`config.mk`:
```
export PLATFORM = sky130hd
export DESIGN_NAME = fcp_engine
export DESIGN_NICKNAME = d
export VERILOG_FILES = /design/src/rtl/fcp_pkg.sv /design/src/rtl/fcp_copy_seq.sv /design/src/rtl/fcp_array_timer.sv /design/src/rtl/fcp_engine.sv
export SDC_FILE = /design/constraint.sdc
export NUM_CORES = 1
export LEC_CHECK = 0
export ABC_AREA = 0
export BUFFER_PORTS_ARGS = -buffer_cell sky130_fd_sc_hd__buf_2
export CAP_MARGIN = 5
export CORE_MARGIN = 2
export CORE_UTILIZATION = 47
export CTS_CLUSTER_SIZE = 20
export DETAILED_ROUTE_END_ITERATION = 6
export GPL_TIMING_DRIVEN = 0
export PLACE_DENSITY = 0.82
export SYNTH_ARGS = -nofsm -noshare
export SYNTH_HDL_FRONTEND = slang
export SYNTH_SLANG_ARGS = --single-unit
```
`constraint.sdc`:
```
create_clock -name clk -period 1.8 [get_ports clk]
set_input_delay 0 -clock clk [delete_from_list [all_inputs] [get_ports clk]]
set_output_delay 0 -clock clk [all_outputs]
set_load 0.05 [all_outputs]
```
`src/rtl/fcp_pkg.sv`:
```
package fcp_pkg;
  localparam int OPW = 16;
  localparam logic [OPW-1:0] OP_CACHE = 16'h007F;
  localparam logic [OPW-1:0] OP_PROG  = 16'h0080;

  typedef enum logic [1:0] {
    CP_IDLE = 2'd0,
    CP_WAIT = 2'd1,
    CP_COPY = 2'd2
  } cp_state_e;

  localparam int ST_ONGO = 0;
  localparam int ST_GERR = 1;
  localparam int ST_PREV = 2;
  localparam int ST_CUR  = 3;
  localparam int ST_RDY  = 4;
endpackage

```
`src/rtl/fcp_copy_seq.sv`:
```
module fcp_copy_seq
  import fcp_pkg::*;
#(
  parameter int SECTORS  = 8,
  parameter int SECT_CYC = 4
) (
  input  logic clk,
  input  logic rst_n,
  input  logic start,
  input  logic hold,
  output logic active,
  output logic done
);
  localparam int SW = (SECTORS  > 1) ? $clog2(SECTORS)  : 1;
  localparam int BW = (SECT_CYC > 1) ? $clog2(SECT_CYC) : 1;

  cp_state_e         state_q, state_d;
  logic [SW-1:0]     sec_q, sec_d;
  logic [BW-1:0]     beat_q, beat_d;
  logic [SECTORS-1:0] mask_q, mask_d;
  logic              beat_last;
  logic              launch;

  assign beat_last = (beat_q == BW'(SECT_CYC - 1));
  assign launch    = (state_d == CP_COPY) && (state_q != CP_COPY);

  always_comb begin
    state_d = state_q;
    sec_d   = sec_q;
    beat_d  = beat_q;
    done    = 1'b0;
    case (state_q)
      CP_IDLE: begin
        if (start) begin
          state_d = hold ? CP_WAIT : CP_COPY;
          sec_d   = '0;
          beat_d  = '0;
        end
      end
      CP_WAIT: begin
        if (!hold) begin
          state_d = CP_COPY;
          sec_d   = '0;
          beat_d  = '0;
        end
      end
      CP_COPY: begin
        if (beat_last) begin
          beat_d = '0;
          if (sec_q == SW'(SECTORS - 1)) begin
            done    = 1'b1;
            state_d = CP_IDLE;
          end else begin
            sec_d = sec_q + 1'b1;
          end
        end else begin
          beat_d = beat_q + 1'b1;
        end
      end
      default: state_d = CP_IDLE;
    endcase
  end

  for (genvar g = 0; g < SECTORS; g++) begin : g_sec
    assign mask_d[g] = launch ? 1'b0 :
                       ((state_q == CP_COPY) && beat_last && (sec_q == SW'(g))) ? 1'b1 :
                       mask_q[g];
  end

  always_ff @(posedge clk or negedge rst_n) begin
    if (!rst_n) begin
      state_q <= CP_IDLE;
      sec_q   <= '0;
      beat_q  <= '0;
      mask_q  <= '0;
    end else begin
      state_q <= state_d;
      sec_q   <= sec_d;
      beat_q  <= beat_d;
      mask_q  <= mask_d;
    end
  end

  assign active = (state_q != CP_IDLE);

  AST_SECTOR_RANGE: assert property (@(posedge clk) disable iff (!rst_n)
    (state_q == CP_COPY) |-> (int'(sec_q) < SECTORS));
  AST_ALL_SECTORS: assert property (@(posedge clk) disable iff (!rst_n)
    done |-> ($countones(mask_q) == SECTORS - 1));
  AST_NO_OVERLAP: assert property (@(posedge clk) disable iff (!rst_n)
    (state_q == CP_COPY) |-> !hold);
endmodule

```
`src/rtl/fcp_array_timer.sv`:
```
module fcp_array_timer #(
  parameter int PROG_CYC = 40
) (
  input  logic clk,
  input  logic rst_n,
  input  logic start,
  input  logic fail_in,
  output logic busy,
  output logic done,
  output logic fail_q
);
  localparam int CW = (PROG_CYC > 1) ? $clog2(PROG_CYC) : 1;

  logic [CW-1:0] cnt_q, cnt_d;
  logic          busy_d, fail_d;

  assign done = busy && (cnt_q == '0);

  always_comb begin
    cnt_d  = cnt_q;
    busy_d = busy;
    fail_d = fail_q;
    if (start) begin
      cnt_d  = CW'(PROG_CYC - 1);
      busy_d = 1'b1;
      fail_d = fail_in;
    end else if (done) begin
      busy_d = 1'b0;
    end else if (busy) begin
      cnt_d = cnt_q - 1'b1;
    end
  end

  always_ff @(posedge clk or negedge rst_n) begin
    if (!rst_n) begin
      cnt_q  <= '0;
      busy   <= 1'b0;
      fail_q <= 1'b0;
    end else begin
      cnt_q  <= cnt_d;
      busy   <= busy_d;
      fail_q <= fail_d;
    end
  end

  AST_START_IDLE: assert property (@(posedge clk) disable iff (!rst_n)
    start |-> !busy);
  AST_START_BUSY: assert property (@(posedge clk) disable iff (!rst_n)
    start |=> busy);
endmodule

```
`src/rtl/fcp_engine.sv`:
```
module fcp_engine
  import fcp_pkg::*;
#(
  parameter int SECTORS  = 8,
  parameter int SECT_CYC = 4,
  parameter int PROG_CYC = 40
) (
  input  logic           clk,
  input  logic           rst_n,
  input  logic           cmd_we,
  input  logic [OPW-1:0] cmd_op,
  input  logic           cmd_mlc,
  input  logic           cmd_otp,
  input  logic           cmd_otp_first,
  input  logic           blk_locked,
  input  logic           force_fail,
  output logic [7:0]     stat_o,
  output logic           int_o
);
  logic int_q, int_d;
  logic ongo_q, ongo_d;
  logic gerr_q, gerr_d;
  logic prev_q, prev_d;
  logic cur_q, cur_d;
  logic mlc_q, mlc_d;
  logic last_q, last_d;
  logic fin_q, fin_d;

  logic known, offered, refuse, take;
  logic copy_active, copy_done;
  logic arr_busy, arr_done, arr_fail;

  assign known   = (cmd_op == OP_CACHE) || (cmd_op == OP_PROG);
  assign offered = cmd_we && int_q && known;
  assign refuse  = offered && (blk_locked || cmd_otp || cmd_otp_first ||
                               (ongo_q && (cmd_mlc != mlc_q)));
  assign take    = offered && !refuse;

  fcp_copy_seq #(.SECTORS(SECTORS), .SECT_CYC(SECT_CYC)) u_copy (
    .clk    (clk),
    .rst_n  (rst_n),
    .start  (take),
    .hold   (arr_busy),
    .active (copy_active),
    .done   (copy_done)
  );

  fcp_array_timer #(.PROG_CYC(PROG_CYC)) u_arr (
    .clk     (clk),
    .rst_n   (rst_n),
    .start   (copy_done),
    .fail_in (force_fail),
    .busy    (arr_busy),
    .done    (arr_done),
    .fail_q  (arr_fail)
  );

  always_comb begin
    int_d  = int_q;
    ongo_d = ongo_q;
    gerr_d = gerr_q;
    prev_d = prev_q;
    cur_d  = cur_q;
    mlc_d  = mlc_q;
    last_d = last_q;
    fin_d  = fin_q;

    if (refuse) gerr_d = 1'b1;

    if (take) begin
      int_d  = 1'b0;
      ongo_d = 1'b1;
      gerr_d = 1'b0;
      last_d = (cmd_op == OP_PROG);
      if (!ongo_q) begin
        mlc_d  = cmd_mlc;
        prev_d = 1'b0;
        cur_d  = 1'b0;
      end
    end

    if (copy_done) begin
      if (last_q) fin_d = 1'b1;
      else        int_d = 1'b1;
    end

    if (arr_done) begin
      prev_d = cur_q;
      cur_d  = arr_fail;
      if (fin_q) begin
        fin_d  = 1'b0;
        int_d  = 1'b1;
        ongo_d = 1'b0;
        last_d = 1'b0;
      end
    end
  end

  always_ff @(posedge clk or negedge rst_n) begin
    if (!rst_n) begin
      int_q  <= 1'b1;
      ongo_q <= 1'b0;
      gerr_q <= 1'b0;
      prev_q <= 1'b0;
      cur_q  <= 1'b0;
      mlc_q  <= 1'b0;
      last_q <= 1'b0;
      fin_q  <= 1'b0;
    end else begin
      int_q  <= int_d;
      ongo_q <= ongo_d;
      gerr_q <= gerr_d;
      prev_q <= prev_d;
      cur_q  <= cur_d;
      mlc_q  <= mlc_d;
      last_q <= last_d;
      fin_q  <= fin_d;
    end
  end

  always_comb begin
    stat_o          = '0;
    stat_o[ST_ONGO] = ongo_q;
    stat_o[ST_GERR] = gerr_q;
    stat_o[ST_PREV] = prev_q;
    stat_o[ST_CUR]  = cur_q;
    stat_o[ST_RDY]  = int_q;
  end
  assign int_o = int_q;

  AST_TAKE_BUSY: assert property (@(posedge clk) disable iff (!rst_n)
    take |=> (!int_q && ongo_q));
  AST_REFUSE_READY: assert property (@(posedge clk) disable iff (!rst_n)
    refuse |=> (int_q && gerr_q));
  AST_REFUSE_ONGO: assert property (@(posedge clk) disable iff (!rst_n)
    refuse |=> (ongo_q == $past(ongo_q)));
  AST_CACHE_RELEASE: assert property (@(posedge clk) disable iff (!rst_n)
    (copy_done && !last_q) |=> int_q);
  AST_FINAL_HOLD: assert property (@(posedge clk) disable iff (!rst_n)
    (fin_q && arr_busy) |-> !int_q);
  AST_ONGO_CLEAR: assert property (@(posedge clk) disable iff (!rst_n)
    $fell(ongo_q) |-> $past(arr_done));
  AST_WAIT_LOW: assert property (@(posedge clk) disable iff (!rst_n)
    copy_active |-> !int_q);
  AST_IGNORED: assert property (@(posedge clk) disable iff (!rst_n)
    (cmd_we && !int_q && !copy_done && !arr_done) |=> $stable(stat_o));
endmodule

```
# Word-level counts from Yosys, hierarchy flattened
# Index checks and enable logic that the tools add are counted.
# totals
reg_bits	23
latch_bits	0
mem_bits_rw	0
rom_bits	0
output_inout_bits	9
wordCells	100
mem_count	0
# op_classes
addsub	3
mul	0
div	0
order_cmp	0
n_eq_ne	14
n_shift	0
n_mux	44
bitwise	1
reduce_logical	24
# ops
op	count
$mux 1	26
$mux 6	3
$eq 16x7->1 const B	1
$eq 16x8->1 const B	1
$mux 2	8
$mux 3	4
$pmux 2 s3	2
$pmux 3 s3	1
$ne 2x2->1 const B	4
$reduce_bool 2->1	4
$logic_and 1x1->1	6
$logic_not 6->1	1
$ne 2x1->1 const B	3
$reduce_and 2->1	3
$sub 6x1->6 const B	1
$reduce_and 5->1	1
$eq 2x2->1 const B	2
$logic_or 1x1->1	4
$reduce_and 4->1	1
$add 3x1->3 const B	1
$eq 3x3->1 const B	1
$reduce_and 3->1	1
$reduce_bool 3->1	1
$add 2x1->2 const B	1
other kinds (5)	5

# Longest topological paths before layout
# logic_depth
ltp_word	11
ltp_mapped	6
ltp_nobuf	6

# By module
# A second synthesis with hierarchy kept.
# unflattened
cells_unflattened	129
hier_area_um2	1322.5
# by_module_without_submodules
mod	instances	cells_each	area_per_inst_um2	seq_area_each_um2
fcp_engine	1	50	505.5	201.4
fcp_array_timer	1	48	457.9	200.2
fcp_copy_seq	1	31	359.1	175.2

# Worst setup path after synthesis
# OpenSTA, ideal clock, no wires.
# synth_timing
path_type	reg-to-reg
start	register int_q, in the netlist int_o
end	register mlc_q
arrival_ns	1.840
required_time_ns	1.675
path_slack_ns	-0.165
path_stages_with_launch	5
synth_period_minus_slack_ns	1.965
cell_sequence	dfstp_2 > nand2_1 > or3_4 > a2111oi_4 > mux2_4
# synth_via
elab_chain_len	6
# synth_lines
item	line	text
from (decl)	fcp_engine.sv:20	logic int_q, int_d;
from (signal assigned)	fcp_engine.sv:110	int_q <= int_d;
$logic_and 1x1->1 * (2 in series)	fcp_engine.sv:34	assign offered = cmd_we && int_q && known;
$logic_and 1x1->1	fcp_engine.sv:35	assign refuse = offered && (blk_locked || cmd_otp || cmd_otp_first ||
$logic_not 1->1	fcp_engine.sv:37	assign take = offered && !refuse;
$logic_and 1x1->1 *	fcp_engine.sv:37	
$reduce_and 2->1 (no line) *	-	
to (signal assigned)	fcp_engine.sv:115	mlc_q <= mlc_d;
to (decl)	fcp_engine.sv:25	logic mlc_q, mlc_d;
# Every way passes the cells marked *; elsewhere a longest branch is shown, timed or not.
# A chain may end at the register's enable or synchronous reset.

# Final worst setup path
# layout_timing
start	register mlc_q
end	register mlc_q
# layout_via
elab_chain_len	7
# layout_lines
item	line	text
$ne 1x1->1	fcp_engine.sv:36	(ongo_q && (cmd_mlc != mlc_q)));
$logic_and 1x1->1	fcp_engine.sv:36	
$logic_or 1x1->1	fcp_engine.sv:35	
$logic_and 1x1->1	fcp_engine.sv:35	
$logic_not 1->1	fcp_engine.sv:37	
$logic_and 1x1->1	fcp_engine.sv:37	
$reduce_and 2->1 (no line)	-	
# No other way between the ends.

==> impl_metrics.env <==
export IMPL_ys_seq_area_frac=0.4349
export IMPL_vias_per_cell=5.374
export IMPL_yosysTopAreaCellShare=0.4151
export IMPL_num_rows=19
export IMPL_die_w_um=57.12
export IMPL_grt_busiest_layer="met2"
export IMPL_coreArea_um2=2710
export IMPL_clock_sinks=23
export IMPL_grt_pass1_vias=1092
export IMPL_fin_crit_ns=1.801
export IMPL_drive_above_1_share=0.3000
export IMPL_post_route_period_util=1.001
export IMPL_status="finished with violations"
export IMPL_numCtsBuffers=3
export IMPL_final_nets=210
export IMPL_cts_tree="yes"
export IMPL_layout_commonest_cell="buf_2"
export IMPL_synth_area_leaders="dfrtp_1 (42%), nand2_1 (6.5%), ha_1 (4.7%)"
export IMPL_cp_required_ns=2.01
export IMPL_p_sw_uw=186.1
export IMPL_fin_area_um2=1639
export IMPL_met1_usage=0.2316
export IMPL_vias=1134
export IMPL_path_buf_inv=0
export IMPL_fmax_mhz=555.2
export IMPL_grt_pass1_wl_mm=4.567
export IMPL_min_path_type="primary input to flip-flop"
export IMPL_dr_pass1_iters=4
export IMPL_p_per_area_nw_per_um2=500.6
export IMPL_ys_warn_count=0
export IMPL_peakVddDrop_mv=0.4418
export IMPL_ant_nets=0
export IMPL_path_delay_family="compound AO/OA/AOI/OAI gates"
export IMPL_cts_root_buf="clkbuf_4"
export IMPL_ctsHtreeMaxLevel=1
export IMPL_grt_max_degree=24
export IMPL_cts_buffer_depth=2
export IMPL_cp_end_kind="flip-flop"
export IMPL_violations="negative setup slack"
export IMPL_p_int_uw=634.3
export IMPL_synth_area_per_cell_um2=9.542
export IMPL_start_util=0.4894
export IMPL_ys_types=40
export IMPL_grt_usage=0.1764
export IMPL_hold_viol=0
export IMPL_maxCapViolCount=0
export IMPL_seqPwrFrac=0.630
export IMPL_p_clk_frac=0.285
export IMPL_area_delta_synth_final_pct=23.58
export IMPL_async_flop_share=1.000
export IMPL_place_gp_congestion=0.8120
export IMPL_drt_iter0_markers=12
export IMPL_boundaryPins=33
export IMPL_skew_ns=0.004919
export IMPL_drt_total_wl_mm=2.688
export IMPL_met2_usage=0.2989
export IMPL_combPwrFrac=0.085
export IMPL_ys_ff_latch=23
export IMPL_syn_cell_area_um2=1326
export IMPL_placed_area_um2=1518
export IMPL_fin_ws_ns=-0.0009974
export IMPL_slew_viol_final=0
export IMPL_finalSetupViolCount=1
export IMPL_tightest_slew_ns=0.5069
export IMPL_worstSetupPathType="flip-flop to flip-flop"
export IMPL_synthFlopType="dfrtp_1"
export IMPL_die_area_um2=3263
export IMPL_worstSkewPairLatency_ns=0.31
export IMPL_wl_per_cell_um=12.74
export IMPL_io_buffers=29
export IMPL_fin_util=0.6048
export IMPL_crit_slowest_cell="a2111o_1"
export IMPL_chipHeight_um=57.12
export IMPL_r2r_slack_ns=-0.001
export IMPL_grt_overflow=0
export IMPL_leakage_nw=0.7838
export IMPL_cpPeakStageDelay_ns=0.46
export IMPL_relSlewSlack=0.6621
export IMPL_critical_path_peak_fanout=2
export IMPL_n_antenna_cell=0
export IMPL_dp_hpwl_mm=2.028
export IMPL_syn_inst=139
export IMPL_dp_cells=201
export IMPL_critPathLaunchType="flip-flop"
export IMPL_post_route_drc_count=0
export IMPL_worstPathCellList="xor2_1, a2111o_1, a2111oi_4, mux2_4"
export IMPL_critPathArrivalTime_ns=2.01
export IMPL_layout_cells_non_filler=211
export IMPL_synth_top_area_cell="dfrtp_1"
export IMPL_met3_usage=0.02041
export IMPL_synth_edff_count=0
export IMPL_path_clk_slew_ns=0.12
export IMPL_most_common_layout_cells="buf_2 (29), nand2_1 (23), dfrtp_1 (22), inv_1 (11), buf_4 (11)"
export IMPL_grt_setup_unrepaired="true"
export IMPL_sw_frac_of_total=0.2269
export IMPL_place_ws_ns=-0.1246
export IMPL_antenna_found_initial=0
power groups by stage:
stage / Combinational (mW) / Sequential, mW / Clock, mW
after floorplan: 0.0260 / 0.527 / 0
after global placement: 0.0616 / 0.527 / 0
after detailed placement: 0.0635 / 0.527 / 0
after CTS: 0.0683 / 0.517 / 0.241
after global routing: 0.0768 / 0.517 / 0.256
final: 0.0700 / 0.517 / 0.234
final timing paths:
check / from / to / depth (start not counted)
max: mlc_q / mlc_q / 4
min: cmd_op[2] / last_q / 4
max reg2reg: mlc_q / mlc_q / 4
min reg2reg: gerr_q / gerr_q / 1
max in group asynchronous: rst_n / int_o / 2
min in group asynchronous: rst_n / u_arr.cnt_q[1] / 2
worst reg2reg max path: stages, from the launching register on:
cell and delay (ns):
dfrtp_1 0.41, xor2_1 0.15, a2111o_1 0.46, a2111oi_4 0.35, mux2_4 0.33
logic make-up (layout without fill, tap and decap cells):
group                      Yosys count  in the layout  share of synthesized area
AOI/OAI and AO/OA                   33             33                     0.1868
xor gates and xnor gates             6              6                    0.03962
adders and majority gates            5              5                    0.04717
buffers and inverters               21             60                    0.08208
DFF                                 23             23                     0.4349
muxes                                3              3                    0.02735
other                                1              3                   0.002827
and+or+nand+nor                     47             47                     0.1792
cells in the mapped netlist, types with 5 or more instances:
library cell	count
ha_1	5
buf_4	8
nand2_1	23
dfrtp_1	22
xor2_1	5
inv_1	11
a21oi_1	5
o21ai_0	9
nor2_1	6
per-stage QoR:
stage,hold slack [ns],TNS [ns],power (mW)
2_1_floorplan,-0.2956,-0.03761,0.5526
3_3_place_gp,-0.001935,-0.09426,0.5881
3_5_place_dp,0.003187,-0.2703,0.5900
4_1_cts,0.02080,-0.03220,0.8259
5_1_grt,0.03958,-0.1150,0.8496
6_report,0.01910,-0.0009974,0.8204
routing by layer:
| metal | vias to the layer above | share of wire | wire, um |
|---|---|---|---|
| met2 | 14 | 0.52 | 1406 |
| met3 | 7 | 0.020 | 53 |
| met1 | 543 | 0.44 | 1172 |
| li1 | 570 | - | - |
| met5 | - | 0 | 0 |
| met4 | 0 | 0.020 | 55 |
flip-flops by register name, summed over array words and instances (netlist names), 2 cells and up:
name,cells
u_arr.cnt_q,6
u_copy.sec_q,3
u_copy.beat_q,2
u_copy.state_q,2
area by class of cell:
| type | instances | area [um^2] |
|---|---|---|
| buffer | 10 | 67.56 |
| clock buffer | 4 | 26.28 |
| fill | 230 | 1071 |
| inverter | 11 | 41.29 |
| multi-input combinational | 97 | 690.7 |
| sequential | 23 | 576.8 |
| tap | 31 | 38.79 |
| timing repair buffer | 35 | 197.7 |
repair_timing:
item / 4_1_cts / 5_1_grt
endpoints found under the hold margin: 25 / 0
setup buffers: 0 / 3
hold buffers: 3 / 0
endpoints found under the setup margin: 6 / 6
pin swaps: 2 / 3
gates resized for setup: 2 / 5
(Power assumes the default switching activity.)
